File: config.mk
export PLATFORM = sky130hd
export DESIGN_NAME = byte_fifo_pair
export DESIGN_NICKNAME = d
export VERILOG_FILES = /design/src/rtl/bfp_pkg.sv /design/src/rtl/bfp_flush_fsm.sv /design/src/rtl/bfp_store.sv /design/src/rtl/bfp_lane.sv /design/src/rtl/byte_fifo_pair.sv
export SDC_FILE = /design/constraint.sdc
export NUM_CORES = 1
export LEC_CHECK = 0
export ABC_AREA = 1
export CELL_PAD_IN_SITES_DETAIL_PLACEMENT = 1
export CELL_PAD_IN_SITES_GLOBAL_PLACEMENT = 1
export CORE_MARGIN = 8
export CORE_UTILIZATION = 49
export CTS_CLUSTER_SIZE = 30
export DETAILED_ROUTE_END_ITERATION = 7
export PLACE_DENSITY_LB_ADDON = 0.05
export SYNTH_ARGS = -nofsm -noshare
export SYNTH_HDL_FRONTEND = slang
export SYNTH_SLANG_ARGS = --single-unit
File: constraint.sdc
create_clock -name clk -period 4 [get_ports clk]
set_clock_uncertainty 0.15 [all_clocks]
set_input_delay 1 -clock clk [delete_from_list [all_inputs] [get_ports clk]]
set_output_delay 1 -clock clk [all_outputs]
set_load 0.01 [all_outputs]
File: src/rtl/bfp_pkg.sv
package bfp_pkg;
    typedef enum logic [0:0] {
        FL_IDLE  = 1'b0,
        FL_DRAIN = 1'b1
    } flush_state_e;

    localparam int CTL_TX_FLUSH_BIT = 7;
    localparam int CTL_RX_FLUSH_BIT = 8;
endpackage

File: src/rtl/bfp_flush_fsm.sv
module bfp_flush_fsm #(
    parameter int FLUSH_CYC = 4
) (
    input  logic clk,
    input  logic rst_n,
    input  logic req,
    output logic busy,
    output logic done
);
    import bfp_pkg::*;

    localparam int CNT_W = $clog2(FLUSH_CYC + 1);
    localparam logic [CNT_W-1:0] LAST = CNT_W'(FLUSH_CYC - 1);

    flush_state_e state_q, state_d;
    logic [CNT_W-1:0] cnt_q, cnt_d;

    always_ff @(posedge clk or negedge rst_n) begin
        if (!rst_n) begin
            state_q <= FL_IDLE;
            cnt_q   <= '0;
        end else begin
            state_q <= state_d;
            cnt_q   <= cnt_d;
        end
    end

    always_comb begin
        state_d = state_q;
        cnt_d   = cnt_q;
        unique case (state_q)
            FL_IDLE: begin
                if (req) begin
                    state_d = FL_DRAIN;
                    cnt_d   = '0;
                end
            end
            FL_DRAIN: begin
                if (cnt_q == LAST) begin
                    state_d = FL_IDLE;
                    cnt_d   = '0;
                end else begin
                    cnt_d = cnt_q + 1'b1;
                end
            end
            default: state_d = FL_IDLE;
        endcase
    end

    always_comb begin
        busy = (state_q == FL_DRAIN);
        done = (state_q == FL_DRAIN) && (cnt_q == LAST);
    end

    // the pending indication ends only after the full drain length
    p_flush_len_r9: assert property (@(posedge clk) disable iff (!rst_n)
        $fell(busy) |-> ($past(cnt_q) == LAST));

    // a drain starts only on a request
    p_flush_start_r9: assert property (@(posedge clk) disable iff (!rst_n)
        $rose(busy) |-> $past(req));
endmodule

File: src/rtl/bfp_store.sv
module bfp_store #(
    parameter int W     = 8,
    parameter int DEPTH = 16
) (
    input  logic                       clk,
    input  logic                       rst_n,
    input  logic                       clear,
    input  logic                       push,
    input  logic [W-1:0]               push_data,
    input  logic                       pop,
    output logic [W-1:0]               head,
    output logic [$clog2(DEPTH):0]     count
);
    localparam int PTR_W = $clog2(DEPTH);

    logic [W-1:0]   mem [DEPTH];
    logic [PTR_W:0] wp_q, rp_q;

    always_ff @(posedge clk or negedge rst_n) begin
        if (!rst_n) begin
            wp_q <= '0;
            rp_q <= '0;
        end else if (clear) begin
            wp_q <= '0;
            rp_q <= '0;
        end else begin
            if (push) wp_q <= wp_q + 1'b1;
            if (pop)  rp_q <= rp_q + 1'b1;
        end
    end

    always_ff @(posedge clk) begin
        if (push && !clear) mem[wp_q[PTR_W-1:0]] <= push_data;
    end

    always_comb begin
        count = wp_q - rp_q;
        head  = mem[rp_q[PTR_W-1:0]];
    end

    // occupancy never exceeds the depth
    p_no_overflow_r3: assert property (@(posedge clk) disable iff (!rst_n)
        count <= (PTR_W+1)'(DEPTH));
endmodule

File: src/rtl/bfp_lane.sv
module bfp_lane #(
    parameter int W         = 8,
    parameter int DEPTH     = 16,
    parameter int THR_W     = 4,
    parameter int FLUSH_CYC = 4
) (
    input  logic             clk,
    input  logic             rst_n,
    input  logic             flush_req,
    input  logic             push_req,
    input  logic [W-1:0]     push_data,
    input  logic             pop_req,
    input  logic [THR_W-1:0] thr,
    output logic [W-1:0]     head,
    output logic             empty,
    output logic             full,
    output logic             at_or_below,
    output logic             at_or_above,
    output logic             busy,
    output logic             ovr
);
    localparam int CNT_W = $clog2(DEPTH) + 1;

    logic             done;
    logic             push_ok, pop_ok, push_drop;
    logic [CNT_W-1:0] count;

    bfp_flush_fsm #(.FLUSH_CYC(FLUSH_CYC)) u_fsm (
        .clk   (clk),
        .rst_n (rst_n),
        .req   (flush_req),
        .busy  (busy),
        .done  (done)
    );

    bfp_store #(.W(W), .DEPTH(DEPTH)) u_store (
        .clk       (clk),
        .rst_n     (rst_n),
        .clear     (done),
        .push      (push_ok),
        .push_data (push_data),
        .pop       (pop_ok),
        .head      (head),
        .count     (count)
    );

    always_comb begin
        empty       = (count == '0);
        full        = (count == CNT_W'(DEPTH));
        push_ok     = push_req && !full && !busy;
        push_drop   = push_req && full && !busy;
        pop_ok      = pop_req && !empty && !busy;
        at_or_below = (count <= CNT_W'(thr));
        at_or_above = (count >= CNT_W'(thr));
    end

    always_ff @(posedge clk or negedge rst_n) begin
        if (!rst_n)         ovr <= 1'b0;
        else if (done)      ovr <= 1'b0;
        else if (push_drop) ovr <= 1'b1;
    end

    // a push into a full queue leaves the occupancy unchanged
    p_full_drop_r7: assert property (@(posedge clk) disable iff (!rst_n)
        (push_drop && !pop_ok) |=> $stable(count));

    // overrun rises only after a push offered while full
    p_ovr_cause_r8: assert property (@(posedge clk) disable iff (!rst_n)
        $rose(ovr) |-> $past(push_req && full && !busy));

    // the queue is empty once a flush ends
    p_flush_empties_r9: assert property (@(posedge clk) disable iff (!rst_n)
        $fell(busy) |-> empty);

    // the occupancy is frozen while a flush is in progress
    p_frozen_in_flush_r10: assert property (@(posedge clk) disable iff (!rst_n)
        (busy && !done) |=> $stable(count));
endmodule

File: src/rtl/byte_fifo_pair.sv
module byte_fifo_pair #(
    parameter int DATA_W    = 8,
    parameter int DEPTH     = 16,
    parameter int THR_W     = 4,
    parameter int FLUSH_CYC = 4
) (
    input  logic              clk,
    input  logic              rst_n,
    input  logic              ctl_we,
    input  logic [8:7]        ctl_wdata,
    output logic [8:7]        ctl_rdata,
    input  logic              tx_thr_we,
    input  logic [THR_W-1:0]  tx_thr_wdata,
    input  logic              rx_thr_we,
    input  logic [THR_W-1:0]  rx_thr_wdata,
    input  logic              tx_wr_en,
    input  logic [DATA_W-1:0] tx_wr_data,
    input  logic              rx_rd_en,
    output logic [DATA_W-1:0] rx_rd_data,
    output logic              tx_out_valid,
    input  logic              tx_out_ready,
    output logic [DATA_W-1:0] tx_out_data,
    input  logic              rx_in_valid,
    output logic              rx_in_ready,
    input  logic [DATA_W-1:0] rx_in_data,
    output logic              tx_empty,
    output logic              tx_nempty,
    output logic              tx_full,
    output logic              tx_ovr,
    output logic              rx_empty,
    output logic              rx_nfull,
    output logic              rx_full,
    output logic              rx_ovr
);
    import bfp_pkg::*;

    localparam int NLANE = 2;
    localparam int TX = 0;
    localparam int RX = 1;

    logic [THR_W-1:0]  thr_q   [NLANE];
    logic [NLANE-1:0]  flush_req, push_req, pop_req;
    logic [DATA_W-1:0] push_data [NLANE];
    logic [DATA_W-1:0] head      [NLANE];
    logic [NLANE-1:0]  empty, full, below, above, busy, ovr;

    always_ff @(posedge clk or negedge rst_n) begin
        if (!rst_n) begin
            thr_q[TX] <= '0;
            thr_q[RX] <= '0;
        end else begin
            if (tx_thr_we) thr_q[TX] <= tx_thr_wdata;
            if (rx_thr_we) thr_q[RX] <= rx_thr_wdata;
        end
    end

    always_comb begin
        flush_req[TX] = ctl_we && ctl_wdata[CTL_TX_FLUSH_BIT];
        flush_req[RX] = ctl_we && ctl_wdata[CTL_RX_FLUSH_BIT];
        push_req[TX]  = tx_wr_en;
        push_data[TX] = tx_wr_data;
        pop_req[TX]   = tx_out_ready;
        push_req[RX]  = rx_in_valid;
        push_data[RX] = rx_in_data;
        pop_req[RX]   = rx_rd_en;
    end

    for (genvar g = 0; g < NLANE; g++) begin : g_lane
        bfp_lane #(
            .W(DATA_W), .DEPTH(DEPTH), .THR_W(THR_W), .FLUSH_CYC(FLUSH_CYC)
        ) u_lane (
            .clk         (clk),
            .rst_n       (rst_n),
            .flush_req   (flush_req[g]),
            .push_req    (push_req[g]),
            .push_data   (push_data[g]),
            .pop_req     (pop_req[g]),
            .thr         (thr_q[g]),
            .head        (head[g]),
            .empty       (empty[g]),
            .full        (full[g]),
            .at_or_below (below[g]),
            .at_or_above (above[g]),
            .busy        (busy[g]),
            .ovr         (ovr[g])
        );
    end

    always_comb begin
        ctl_rdata[CTL_TX_FLUSH_BIT] = busy[TX];
        ctl_rdata[CTL_RX_FLUSH_BIT] = busy[RX];
        tx_out_valid = !empty[TX] && !busy[TX];
        tx_out_data  = head[TX];
        rx_in_ready  = !full[RX] && !busy[RX];
        rx_rd_data   = head[RX];
        tx_empty     = empty[TX];
        tx_nempty    = below[TX];
        tx_full      = full[TX];
        tx_ovr       = ovr[TX];
        rx_empty     = empty[RX];
        rx_nfull     = above[RX];
        rx_full      = full[RX];
        rx_ovr       = ovr[RX];
    end

    // the engine never sees a TX byte during a TX flush
    p_no_tx_in_flush_r10: assert property (@(posedge clk) disable iff (!rst_n)
        ctl_rdata[CTL_TX_FLUSH_BIT] |-> !tx_out_valid);

    // no RX byte is accepted while the RX queue is full
    p_rx_ready_full_r8: assert property (@(posedge clk) disable iff (!rst_n)
        rx_full |-> !rx_in_ready);
endmodule

# Word level (Yosys, flattened, before mapping)

Memory sizes are Yosys's and may differ from the RTL's.
Cells that the tools add are included.

Add/sub/neg operators: 8
Magnitude comparators: 2
Equality and inequality tests: 6
Mux-type cells: 28
Bitwise logic cells: 2
Reductions and logical operators: 36

Operators by type and width:

| cell                | number |
|---|---|
| $mux 5              | 8 |
| $add 5x1->5 const B | 4 |
| $logic_and 1x1->1   | 20 |
| $mux 1              | 12 |
| $mux 3              | 4 |
| $pmux 3 s2          | 2 |
| $reduce_bool 2->1   | 6 |
| $eq 5x5->1 const B  | 2 |
| $logic_not 5->1     | 2 |
| $sub 5x5->5         | 2 |
| $logic_not 1->1     | 8 |
| $add 3x1->3 const B | 2 |
| $eq 3x2->1 const B  | 2 |
| $ge 5x4->1          | 1 |
| $le 5x4->1          | 1 |
| $ne 2x1->1 const B  | 2 |
| $pmux 1 s2          | 2 |
| $not 1->1           | 2 |

Bits in registers: 38
RAM bits: 256
Word-level logic and storage cells: 96
Memories: 2

Memory list:

| memory                       | depth | width | rd ports | clocked after memory_dff | wr ports | line            | source |
|---|---|---|---|---|---|---|---|
| g_lane[0].u_lane.u_store.mem | 16    | 8     | 1        | 0                        | 1        | bfp_store.sv:16 | `logic [W-1:0] mem [DEPTH];` |
| g_lane[1].u_lane.u_store.mem | 16    | 8     | 1        | 0                        | 1        | bfp_store.sv:16 |  |

# Depth between registers and ports, before layout

Depth in word-level cells: 8
Mapped depth: 14

# Cells and area by module

A second synthesis with hierarchy kept.

Cell total of the unflattened synthesis: 1459
Area, all modules: 13750.7 µm²

Modules (own cells, without submodules):

| module                                | times used | cells each | area each (µm²) | sequential area each (µm²) |
|---|---|---|---|---|
| bfp_store at g_lane[1].u_lane.u_store | 1          | 645        | 6298.5          | 4093.9 |
| bfp_store at g_lane[0].u_lane.u_store | 1          | 644        | 6296.0          | 4093.9 |
| bfp_lane                              | 2          | 39         | 226.5           | 25.0 |
| bfp_flush_fsm                         | 2          | 26         | 191.4           | 100.1 |
| byte_fifo_pair                        | 1          | 40         | 320.3           | 200.2 |

# Worst setup path before layout

Ideal clock, no wire load.

Kind: register to output
Start: register g_lane[0].u_lane.u_store.rp_q[1]
End: output port tx_nempty
Data arrival time: 2.207 ns
Path slack: 0.643 ns
Stages on the path, launching flop included: 11
Path buffers: 2
Cell sequence: dfrtp_1 buf_2 inv_1 clkbuf_1 fa_1 xor2_1 ha_1 a21oi_1 o21ai_0 a21o_1 a21oi_1

Cells in the longest elaborated chain, start to end: 2

Ends and longest elaborated chain:

| element                  | line                 | source |
|---|---|---|
| start: declaration       | bfp_store.sv:17      | `logic [PTR_W:0] wp_q, rp_q;` |
| start signal: assignment | bfp_store.sv:28      | `if (pop) rp_q <= rp_q + 1'b1;` |
| $sub 5x5->5              | bfp_store.sv:37      | `count = wp_q - rp_q;` |
| $le 5x4->1               | bfp_lane.sv:53       | `at_or_below = (count <= CNT_W'(thr));` |
| end: declaration         | byte_fifo_pair.sv:27 | `output logic tx_nempty,` |

No other way between the ends.

# Worst setup path after layout

Start: register g_lane[1].u_lane.u_store.rp_q[0]
End: output port rx_rd_data[0]

Cells in the longest elaborated chain, start to end: 1

Ends and longest elaborated chain:

| element                  | line                 | source |
|---|---|---|
| start: declaration       | bfp_store.sv:17      |  |
| start signal: assignment | bfp_store.sv:28      |  |
| $mem_v2 16x8             | -                    |  |
| end: declaration         | byte_fifo_pair.sv:19 | `output logic [DATA_W-1:0] rx_rd_data,` |

No other way between the ends.

==> summary.txt <==
Global route
  – Largest net degree at the start of global routing: 66
  – First-pass GRT wire length: 51700 µm
  – Total track usage: 0.211
  – Initial antenna violation count: 0
  – Vias in the first global route: 9320
  – Grt total ovfl: 0

Pwr
  – Power per cell area: 706 nW/µm²
  – Maximum vdd drop: 0.448 mV
  – Leak: 0.00553 µW

Critical path
  – Cells on worst reg2reg path: 11
  – Worst-path fanout max: 33
  – Startpoint Class: register
  – Crit path capture type: primary output
  – Reg2Reg Setup Slack: 0.81 ns
  – Critical Path AT: 2.79 ns
  – Crit Path Category: register to primary output
  – Required time worst endpoint: 2.85 ns

STA
  – Period utilisation layout: 0.986
  – Achievable frequency: 0.254 GHz
  – Slew margin rel.: 0.404
  – Final Max Slew Viols: 0
  – Tightest Pin Transition: 0.894 ns
  – Fin. Hold Viols: 0
  – Min Tclk post-route: 3.94 ns
  – RSZ-0062 raised after global routing: yes
  – PnR worst setup slack: between 0.05 and 0.06 ns
  – Final setup violation count: 0

Detailed routing
  – Remaining antenna violation count: 0
  – Vias: 8656
  – Vias per cell: 5.71
  – DRT iter0 DRCs: around 460
  – Drt pass-1 iters: 4
  – DRC: 0
  – Wire length per cell: 21.8 µm
  – Routed WL: 33000 µm

Job
  – MaxCap Viol Count: 0

Synth
  – Register area share after synthesis: 0.682
  – Synth Cell Area: 12700 µm²
  – Average cell area after synthesis: 12.0 µm²
  – Post-Syn Instances: about 1100
  – Yosys warns: 0
  – Synth cell types: 39
  – Syn Nets: 1124
  – Synth Register Bits: 294

Placement
  – Dpl ws: 0.149 ns
  – Post-DP HPWL: 20700 µm
  – Port buffer count: 62
  – Final RePlAce weighted congestion: slightly below 0.8

CTS
  – CTS HTree Levels: 1
  – Clk_lat worst skew: 0.56 ns
  – Clk slew on worst S/H paths: 0.06 ns
  – CTS Hold Buffers Added: 0
  – CTS root buf: clkbuf_16
  – Max clock buf depth: 3
  – Clock sinks: 294
  – TritonCTS clock tree: done
  – TritonCTS Buffers: 30

Die
  – Die Footprint: ~31000 µm²
  – Starting density of the core: 0.493
  – Io pins: 63
  – Die Wd: 177 µm
  – Placeable Area: 25700 µm²
  – Std cell rows: 59
  – Die Ht: 177 µm

Min path
  – Worst Hold Class: register to register
  – Hold Crit Depth: 2

Finish
  – Post-route core utilization: 0.588
  – Syn-to-layout area delta: 19.2%
  – Final Net Count: 1223
  – Ant. Diodes: 0
  – Share of cells above drive strength 1: 0.124

Run status
  – Status: finished clean
[area by class of cell]
class,instances,area (µm²)
flip-flops and latches,294,8640
multi-input cells,646,3600
well taps,335,419
repair buffers,125,1190
clock buffers,35,769
clock inverters,19,243
fillers,2624,10600
inverters,61,233
[state kept, by name, indices dropped and copies added, names as in the netlist]
name                        flops
g_lane.u_lane.ovr               2
g_lane.u_lane.u_fsm.busy        2
g_lane.u_lane.u_fsm.cnt_q       6
g_lane.u_lane.u_store.mem     256
g_lane.u_lane.u_store.rp_q     10
g_lane.u_lane.u_store.wp_q     10
thr_q                           8
[layer usage]
layer  track usage  part of all wire
met5             0                 0
met4        0.0694             0.027
met3        0.0284             0.038
met2         0.386              0.52
met1         0.252              0.41
[per-stage QoR]
step	TNS, ns	hold WS, ns	cells	area, µm²	power (µW)
2_1_floorplan	0	0.308	1059	12700	6060
3_5_place_dp	0	0.323	1451	13800	7590
5_1_grt	-0.163	0.352	1515	15100	11300
3_3_place_gp	0	0.311	1451	13800	7450
6_report	0	0.332	1515	15100	10700
4_1_cts	-0.0859	0.340	1511	15000	10600
[synth_stat cells, drive strengths merged]
cell type  count  area share
a21boi         1     0.00059
a21o           1     0.00059
a21oi          7      0.0028
a32o           2      0.0016
buf           24       0.012
clkbuf        34       0.010
clkinv         3     0.00089
dfrtp         38       0.075
edfxtp       256        0.61
fa             2      0.0032
ha            28       0.028
inv           58       0.017
mux2           2      0.0018
nand2        107       0.034
nand3         70       0.031
nand3b         1     0.00059
nand4         15      0.0074
nor2         154       0.046
nor3          31       0.014
o211ai        10      0.0059
o21a           3      0.0018
o21ai        136       0.054
o221ai        22       0.015
o22ai         37       0.018
o31ai          3      0.0018
xnor2          3      0.0027
xor2          11      0.0076
[kinds of logic after synthesis]
group / share of synthesized area
and+or+nand+nor: 0.133
adders and majority gates: 0.0308
DFF: 0.682
buffers and inverters: 0.0402
muxes: 0.00178
AOI/OAI and AO/OA: 0.102
xor gates and xnor gates: 0.0103
[report_power, final]
group,internal (µW),switching (µW),leakage [µW]
logic,1600,2550,0.00225
clock network,1700,1170,0.000487
registers,3520,115,0.00279
total,6820,3830,0.00553
[cells in the final DEF, fill, tap and decap left out, types with 6 or more instances in the layout]
cell type and n:
a21oi_1 6, buf_4 56, clkbuf_16 32, clkdlybuf4s50_1 52
clkinv_1 9, dfrtp_1 36, edfxtp_1 256, ha_1 27
inv_1 54, nand2_1 100, nand3_1 60, nand3_2 7
nand4_1 15, nor2_1 153, nor3_1 26, o211ai_1 10
o21ai_0 133, o221ai_1 22, o22ai_1 37, xor2_1 9
[final timing paths]
check | start | to
setup / recovery | g_lane[1].u_lane.u_store.rp_q[0] | rx_rd_data[0]
hold / removal | g_lane[0].u_lane.ovr | g_lane[0].u_lane.ovr
setup reg to reg | g_lane[1].u_lane.u_store.wp_q[0] | g_lane[1].u_lane.u_store.mem[15][4]
hold reg to reg | g_lane[0].u_lane.ovr | g_lane[0].u_lane.ovr
max in group asynchronous | rst_n | g_lane[0].u_lane.u_store.rp_q[0]
min in group asynchronous | rst_n | thr_q[5]
[worst max-delay path, cell delays in order (launching register included)]
cell and delay [ns]:
dfrtp_2 0.44, buf_12 0.18, inv_2 0.15, buf_12 0.21, o21ai_0 0.12, o22ai_1 0.31, nand2_1 0.13, nand3_1 0.11
clkdlybuf4s50_1 0.54
[repair_timing]
item                                   in CTS  in global routing
pin swaps                                   5                  2
endpoints found under the hold margin       0                  0
setup endpoints to repair                  23                 20
setup buffers                               5                  2
resized for setup                          16                 23
cloned                                      1                  2
No activity file was read; power rests on OpenSTA's default activity.
